===== config.mk =====
export PLATFORM = sky130hd
export DESIGN_NAME = mlu_issue_sb
export DESIGN_NICKNAME = d
export VERILOG_FILES = /design/src/rtl/mlu_sb_pkg.sv /design/src/rtl/mlu_sb_gate.sv /design/src/rtl/mlu_sb_resv.sv /design/src/rtl/mlu_sb_cbuf.sv /design/src/rtl/mlu_issue_sb.sv
export SDC_FILE = /design/constraint.sdc
export NUM_CORES = 1
export LEC_CHECK = 0
export ABC_AREA = 1
export BUFFER_PORTS_ARGS = -buffer_cell sky130_fd_sc_hd__clkbuf_2
export CORE_ASPECT_RATIO = 1.25
export CORE_UTILIZATION = 45
export DETAILED_ROUTE_END_ITERATION = 8
export PLACE_DENSITY = 0.67
export SYNTH_ARGS = -nofsm -noshare
export SYNTH_HDL_FRONTEND = slang
export SYNTH_SLANG_ARGS = --single-unit

===== constraint.sdc =====
create_clock -name clk -period 4 [get_ports clk]
set_input_delay 0.8 -clock clk [delete_from_list [all_inputs] [get_ports clk]]
set_output_delay 0.8 -clock clk [all_outputs]
set_load 0.01 [all_outputs]

===== src/rtl/mlu_sb_pkg.sv =====
`timescale 1ns/1ps
package mlu_sb_pkg;
  localparam int NUM_UNITS = 4;

  typedef enum logic [1:0] {
    U_ALU  = 2'd0,
    U_FADD = 2'd1,
    U_MUL  = 2'd2,
    U_DIV  = 2'd3
  } unit_e;

  // cycles from issue to result for each unit code
  function automatic int unit_lat(input int u);
    case (u)
      0:       return 1;
      1:       return 4;
      2:       return 7;
      default: return 24;
    endcase
  endfunction

  // cycles between two issues to the same unit
  function automatic int unit_ii(input int u);
    return (u == 3) ? 24 : 1;
  endfunction
endpackage


===== src/rtl/mlu_sb_gate.sv =====
`timescale 1ns/1ps
// Structural hazard gate: a unit is free again II cycles after a start.
module mlu_sb_gate #(
  parameter int II = 1
) (
  input  logic clk,
  input  logic rst,
  input  logic start,
  output logic free
);
  localparam int CW = (II > 1) ? $clog2(II) : 1;

  logic [CW-1:0] cnt;

  assign free = (cnt == '0);

  always_ff @(posedge clk) begin
    if (rst)              cnt <= '0;
    else if (start)       cnt <= CW'(II - 1);
    else if (cnt != '0)   cnt <= cnt - 1'b1;
  end
endmodule


===== src/rtl/mlu_sb_resv.sv =====
`timescale 1ns/1ps
// Reservation line: carries the retirement slot of each in-flight
// operation alongside the unit's pipeline, one stage per cycle.
module mlu_sb_resv #(
  parameter int LAT = 1,
  parameter int TW  = 3
) (
  input  logic          clk,
  input  logic          rst,
  input  logic          push,
  input  logic [TW-1:0] push_tag,
  output logic          out_vld,
  output logic [TW-1:0] out_tag
);
  logic [LAT-1:0] stg_v;
  logic [TW-1:0]  stg_t [LAT];

  always_ff @(posedge clk) begin
    if (rst) begin
      stg_v <= '0;
    end else begin
      stg_v[0] <= push;
      for (int k = 1; k < LAT; k++) stg_v[k] <= stg_v[k-1];
    end
  end

  always_ff @(posedge clk) begin
    stg_t[0] <= push_tag;
    for (int k = 1; k < LAT; k++) stg_t[k] <= stg_t[k-1];
  end

  assign out_vld = stg_v[LAT-1];
  assign out_tag = stg_t[LAT-1];
endmodule


===== src/rtl/mlu_sb_cbuf.sv =====
`timescale 1ns/1ps
// Retirement buffer: slots allocated in issue order, filled in any
// order by the units, drained in order one per cycle.
module mlu_sb_cbuf #(
  parameter int DEPTH = 8,
  parameter int DW    = 32,
  parameter int RW    = 5,
  parameter int NU    = 4
) (
  input  logic                          clk,
  input  logic                          rst,
  input  logic                          alloc,
  input  logic [RW-1:0]                 alloc_dst,
  output logic [$clog2(DEPTH)-1:0]      alloc_tag,
  output logic                          full,
  input  logic [NU-1:0]                 done_vld,
  input  logic [NU-1:0][$clog2(DEPTH)-1:0] done_tag,
  input  logic [NU-1:0][DW-1:0]         done_data,
  output logic                          wr_en,
  output logic [RW-1:0]                 wr_addr,
  output logic [DW-1:0]                 wr_data
);
  localparam int TW = $clog2(DEPTH);

  logic [DEPTH-1:0] held;
  logic [DEPTH-1:0] fin;
  logic [RW-1:0]    dst_m [DEPTH];
  logic [DW-1:0]    dat_m [DEPTH];
  logic [TW-1:0]    head, tail;
  logic [TW:0]      cnt;

  assign alloc_tag = tail;
  assign full      = (cnt == (TW+1)'(DEPTH));
  assign wr_en     = held[head] & fin[head];
  assign wr_addr   = dst_m[head];
  assign wr_data   = dat_m[head];

  always_ff @(posedge clk) begin
    if (rst) begin
      held <= '0;
      fin  <= '0;
      head <= '0;
      tail <= '0;
      cnt  <= '0;
    end else begin
      for (int u = 0; u < NU; u++)
        if (done_vld[u]) fin[done_tag[u]] <= 1'b1;
      if (alloc) begin
        held[tail] <= 1'b1;
        fin[tail]  <= 1'b0;
        tail       <= tail + 1'b1;
      end
      if (wr_en) begin
        held[head] <= 1'b0;
        fin[head]  <= 1'b0;
        head       <= head + 1'b1;
      end
      case ({alloc, wr_en})
        2'b10:   cnt <= cnt + 1'b1;
        2'b01:   cnt <= cnt - 1'b1;
        default: cnt <= cnt;
      endcase
    end
  end

  always_ff @(posedge clk) begin
    if (alloc) dst_m[tail] <= alloc_dst;
    for (int u = 0; u < NU; u++)
      if (done_vld[u]) dat_m[done_tag[u]] <= done_data[u];
  end
endmodule


===== src/rtl/mlu_issue_sb.sv =====
`timescale 1ns/1ps
module mlu_issue_sb #(
  parameter int NREG     = 32,
  parameter int DW       = 32,
  parameter int CB_DEPTH = 8
) (
  input  logic                                clk,
  input  logic                                rst,
  input  logic                                in_valid,
  output logic                                in_ready,
  input  logic [1:0]                          in_unit,
  input  logic [$clog2(NREG)-1:0]             in_dst,
  input  logic [$clog2(NREG)-1:0]             in_src_a,
  input  logic [$clog2(NREG)-1:0]             in_src_b,
  output logic [mlu_sb_pkg::NUM_UNITS-1:0]    iss_go,
  input  logic [mlu_sb_pkg::NUM_UNITS-1:0]    cmp_valid,
  input  logic [mlu_sb_pkg::NUM_UNITS*DW-1:0] cmp_data,
  output logic                                wr_en,
  output logic [$clog2(NREG)-1:0]             wr_addr,
  output logic [DW-1:0]                       wr_data
);
  import mlu_sb_pkg::*;

  localparam int NU = NUM_UNITS;
  localparam int RW = $clog2(NREG);
  localparam int TW = $clog2(CB_DEPTH);

  logic [NREG-1:0]          pend;
  logic [NU-1:0]            unit_free;
  logic                     cb_full;
  logic                     fire;
  logic [TW-1:0]            slot;
  logic [NU-1:0]            done_vld;
  logic [NU-1:0][TW-1:0]    done_tag;
  logic [NU-1:0][DW-1:0]    done_data;

  // operands, destination, structure and slot must all be clear
  assign in_ready = !cb_full && !pend[in_src_a] && !pend[in_src_b] &&
                    !pend[in_dst] && unit_free[in_unit];
  assign fire     = in_valid && in_ready;

  always_ff @(posedge clk) begin
    if (rst) begin
      pend <= '0;
    end else begin
      if (fire)  pend[in_dst]  <= 1'b1;
      if (wr_en) pend[wr_addr] <= 1'b0;
    end
  end

  for (genvar u = 0; u < NU; u++) begin : g_unit
    logic          line_vld;
    logic [TW-1:0] line_tag;

    assign iss_go[u] = fire && (in_unit == u[1:0]);

    mlu_sb_gate #(.II(unit_ii(u))) u_gate (
      .clk   (clk),
      .rst   (rst),
      .start (iss_go[u]),
      .free  (unit_free[u])
    );

    mlu_sb_resv #(.LAT(unit_lat(u)), .TW(TW)) u_resv (
      .clk      (clk),
      .rst      (rst),
      .push     (iss_go[u]),
      .push_tag (slot),
      .out_vld  (line_vld),
      .out_tag  (line_tag)
    );

    assign done_vld[u]  = line_vld && cmp_valid[u];
    assign done_tag[u]  = line_tag;
    assign done_data[u] = cmp_data[u*DW +: DW];
  end

  mlu_sb_cbuf #(.DEPTH(CB_DEPTH), .DW(DW), .RW(RW), .NU(NU)) u_cbuf (
    .clk       (clk),
    .rst       (rst),
    .alloc     (fire),
    .alloc_dst (in_dst),
    .alloc_tag (slot),
    .full      (cb_full),
    .done_vld  (done_vld),
    .done_tag  (done_tag),
    .done_data (done_data),
    .wr_en     (wr_en),
    .wr_addr   (wr_addr),
    .wr_data   (wr_data)
  );
endmodule


==> summary.txt <==
Setup path
  • Cell chain of the critical path: clkbuf_2 > nor2_1 > nand2_1 > nand2_1 > nor2_1 > nor2_1 > nor2_1 > nand3_2 > nor2_8 > nand3_2 > nor2_1 > clkbuf_2
  • Slowest stage cell, crit path: clkbuf_2
  • Kind of critical path: input pin to output pin
  • CP Max Fanout: 35
  • WP data required: 3.20 ns
  • CP Capture Type: output pin
  • Cell mode on critical path: nor2_1
  • Critical path data arrival time: ~2.8 ns
  • Crit-path max cell delay: 0.51 ns
  • CP startpoint kind: input pin

Logic synthesis
  • Largest family of logic cells by synthesized area: simple AND/OR/NAND/NOR gates
  • Synth Area in XOR/XNOR: 0.1715%
  • Mux cell area share after synthesis: 0%
  • Synth Area in Simple Gates: a little over a fifth
  • Post-synthesis register bit count: approximately 470
  • Avg Inst Size Synth: approximately 7.8 sq um
  • Cell variety after synth: 38
  • Synth Area in Compound Gates: 20.90%
  • Adder-cell share of the synthesized area: 0.3430%
  • Sequential share of the synthesized area: 48.69%
  • Synth warnings: 0
  • Mapped Area: 25530 sq um
  • Mapped Cells: between 3000 and 4000

Die
  • Initial cell density of the core: 45.54%
  • Die ar.: 57710 sq um
  • Core Region: 56070 sq um
  • Die Wd: 215.1 um
  • Die Span Y: roughly 270 um
  • Ports: 195
  • # rows: 97

Global route
  • All-layer global routing usage: a little under a third
  • Met2 Use GR: between 50% and 60%
  • Largest net degree at the start of global routing: 74
  • Vias in the first global route: roughly 23000
  • Global-route wire length before repair: 138200 um
  • Met3 Use GR: 6.338%
  • Gr ovfl total: 0
  • GRT met1 Usage: between 30% and 40%
  • Busiest grt layer: met2
  • Antenna violations before repair: 13

CTS
  • Clock Tree Buf Depth: 3
  • Clock latency on the worst-skew pair: 0.61 ns
  • TritonCTS Sinks: about 470
  • Num CTS Buffers: 49
  • Post-cts sizing count: 0
  • Setup bufs post-CTS: 0
  • CTS clock-pin slew for the worst setup and hold paths: 0.06 ns
  • CTS tree: yes
  • H-tree depth: 2
  • CTS Root Cell: clkbuf_16
  • Hold buffers post-CTS: 0

Drt
  • DR vias/cell: about 6
  • Drt wl/cell: 22.60 um
  • DRC: 0
  • Starting DRT DRC Count: between 2000 and 3000
  • Remaining antenna violation count after routing: 0
  • DRT Pass-1 Iters: 6
  • Vias after detailed routing: roughly 25000
  • DRT Wirelength: 92790 um

Timing
  • Least-Margin Pin Slew: 1.260 ns
  • Post-route minimum period: 3.617 ns
  • Setup total negative slack: 0 ns
  • Final Hold Fails: 0
  • Fmax: 276.5 MHz
  • Unrepaired setup endpoints after global routing: false
  • Final number of max-transition violations: 0
  • Layout Skew: ~0.028 ns
  • Setup violators final: 0
  • Worst slew margin: 15.97%
  • Fin crit share: 90.42%

Finish
  • Final std cells w/o fill: 4106
  • Final core occ: 51.70%
  • Layout cells sized above 1: 11.84%
  • Fin nets: between 3000 and 4000
  • Fill cell count: 5347
  • P&R area growth vs syn: 13.53%

Place
  • I/O Buffers: 194
  • Detailed placer's ending HPWL: 58090 um
  • RePlAce Congestion: 0.9296
  • Inst Count DP: roughly 4000

Job
  • MaxCap Viol Count: 0

Power and ir drop
  • LEAKAGE: 10.75 nW
  • Pwr/cell area: 377.6 nW/um^2
  • Peak VDD IR: around 420 uV

Run status
  • Status: finished clean

Hold path
  • Worst min-delay path class: register to register
## report_power, final
part / switching, W / internal [W]
Clock: 0.00199 / 0.00275
Sequential: 0.0000525 / 0.00528
Combinational: 0.000591 / 0.000285
Total: 0.00263 / 0.00832
## synth_stat cells (all sizes together)
cell type	number	share of area (%)
nand2	794	12
nor2	456	6.8
o21ai	371	7.3
edfxtp	296	35
inv	273	4.0
o221ai	187	6.4
dfxtp	177	14
clkbuf	176	2.6
a31oi	96	2.4
buf	84	1.7
a21oi	72	1.4
nand3	72	1.5
o211ai	69	2.0
o22ai	47	1.2
nand4	46	1.3
nor3	11	0.22
ha	7	0.34
o2111ai	7	0.24
xor2	4	0.14
or2	3	0.074
and3	1	0.025
clkinv	1	0.015
conb	1	0.015
o21bai	1	0.029
xnor2	1	0.034
## state kept, by name (all words and copies together), names as in the netlist, named ones only
| signal | cells |
|---|---|
| u_cbuf.cnt | 4 |
| g_unit.u_resv.stg_t | 72 |
| g_unit.u_resv.stg_v | 35 |
| u_cbuf.head | 3 |
| g_unit.u_gate.cnt | 8 |
| u_cbuf.held | 8 |
| u_cbuf.fin | 8 |
| g_unit.u_resv.out_vld | 1 |
| u_cbuf.dst_m | 40 |
| pend | 32 |
| u_cbuf.dat_m | 256 |
| u_cbuf.alloc_tag | 3 |
## final timing paths
path | start | endpoint | slack (ns) | cells past startpoint
setup / recovery | in_dst[0] | iss_go[1] | 0.38 | 12
hold reg to reg | g_unit[3].u_resv.stg_t[0][16] | g_unit[2].u_resv.stg_t[6][1] | 0.32 | 0
hold / removal | g_unit[3].u_resv.stg_t[0][16] | g_unit[2].u_resv.stg_t[6][1] | 0.32 | 0
setup reg to reg | g_unit[3].u_gate.cnt[0] | u_cbuf.cnt[2] | 0.97 | 16
## critical path, delay by kind of cell
family / cells / cell delay [ns]
simple gates: 10 / 1.33
buf+inv: 2 / 0.66
## cells by family (layout without fill, tap and decap cells)
kind of cell / Yosys count / after routing
AOI/OAI and AO/OA: 850 / 850
xor gates and xnor gates: 5 / 5
adders and majority gates: 7 / 7
buffers and inverters: 534 / 640
DFF: 473 / 473
other: 1 / 6
and+or+nand+nor: 1383 / 1383
## layer usage
layer	share of wire (%)	up-vias
li1	-	11392
met1	37	11433
met2	46	1525
met3	11	379
met4	6.3	20
met5	0.16	-
## through the flow
stage	total power (W)	hold slack, ns	cell area (sq um)	worst slack (ns)
6_report	0.01095	0.3195	28990	0.3832
4_1_cts	0.01098	0.3244	28980	0.3772
3_3_place_gp	0.006287	0.3104	27360	0.2684
5_1_grt	0.01126	0.3244	28990	0.1030
3_5_place_dp	0.006294	0.3121	27360	0.2080
2_1_floorplan	0.006001	0.3096	25540	0.8801
## area by class of cell
class	count	area, sq um	area share (%)
Inverter	274	1033	3.565
Tap cell	742	928.4	3.202
Clock buffer	63	1300	4.484
Clock inverter	25	322.8	1.114
Multi-Input combinational cell	2248	11210	38.67
Antenna cell	3	7.507	0.02590
Timing Repair Buffer	278	1752	6.042
Sequential cell	473	12440	42.90
## placed cells by master, fill, tap and decap left out, types with 8 or more instances in the layout
master	n
nor2_1	447
a21oi_1	72
clkbuf_16	50
o21ai_1	10
buf_12	12
nor3_1	11
nor2_4	8
nand2_1	789
o221ai_1	187
buf_4	72
a31oi_1	96
edfxtp_1	296
nand4_1	39
o21ai_0	361
nand3_2	10
o22ai_1	47
nand3_1	62
inv_1	264
clkbuf_2	194
clkbuf_1	13
o211ai_1	69
dfxtp_1	175
Power figures use the tool's default switching activity.
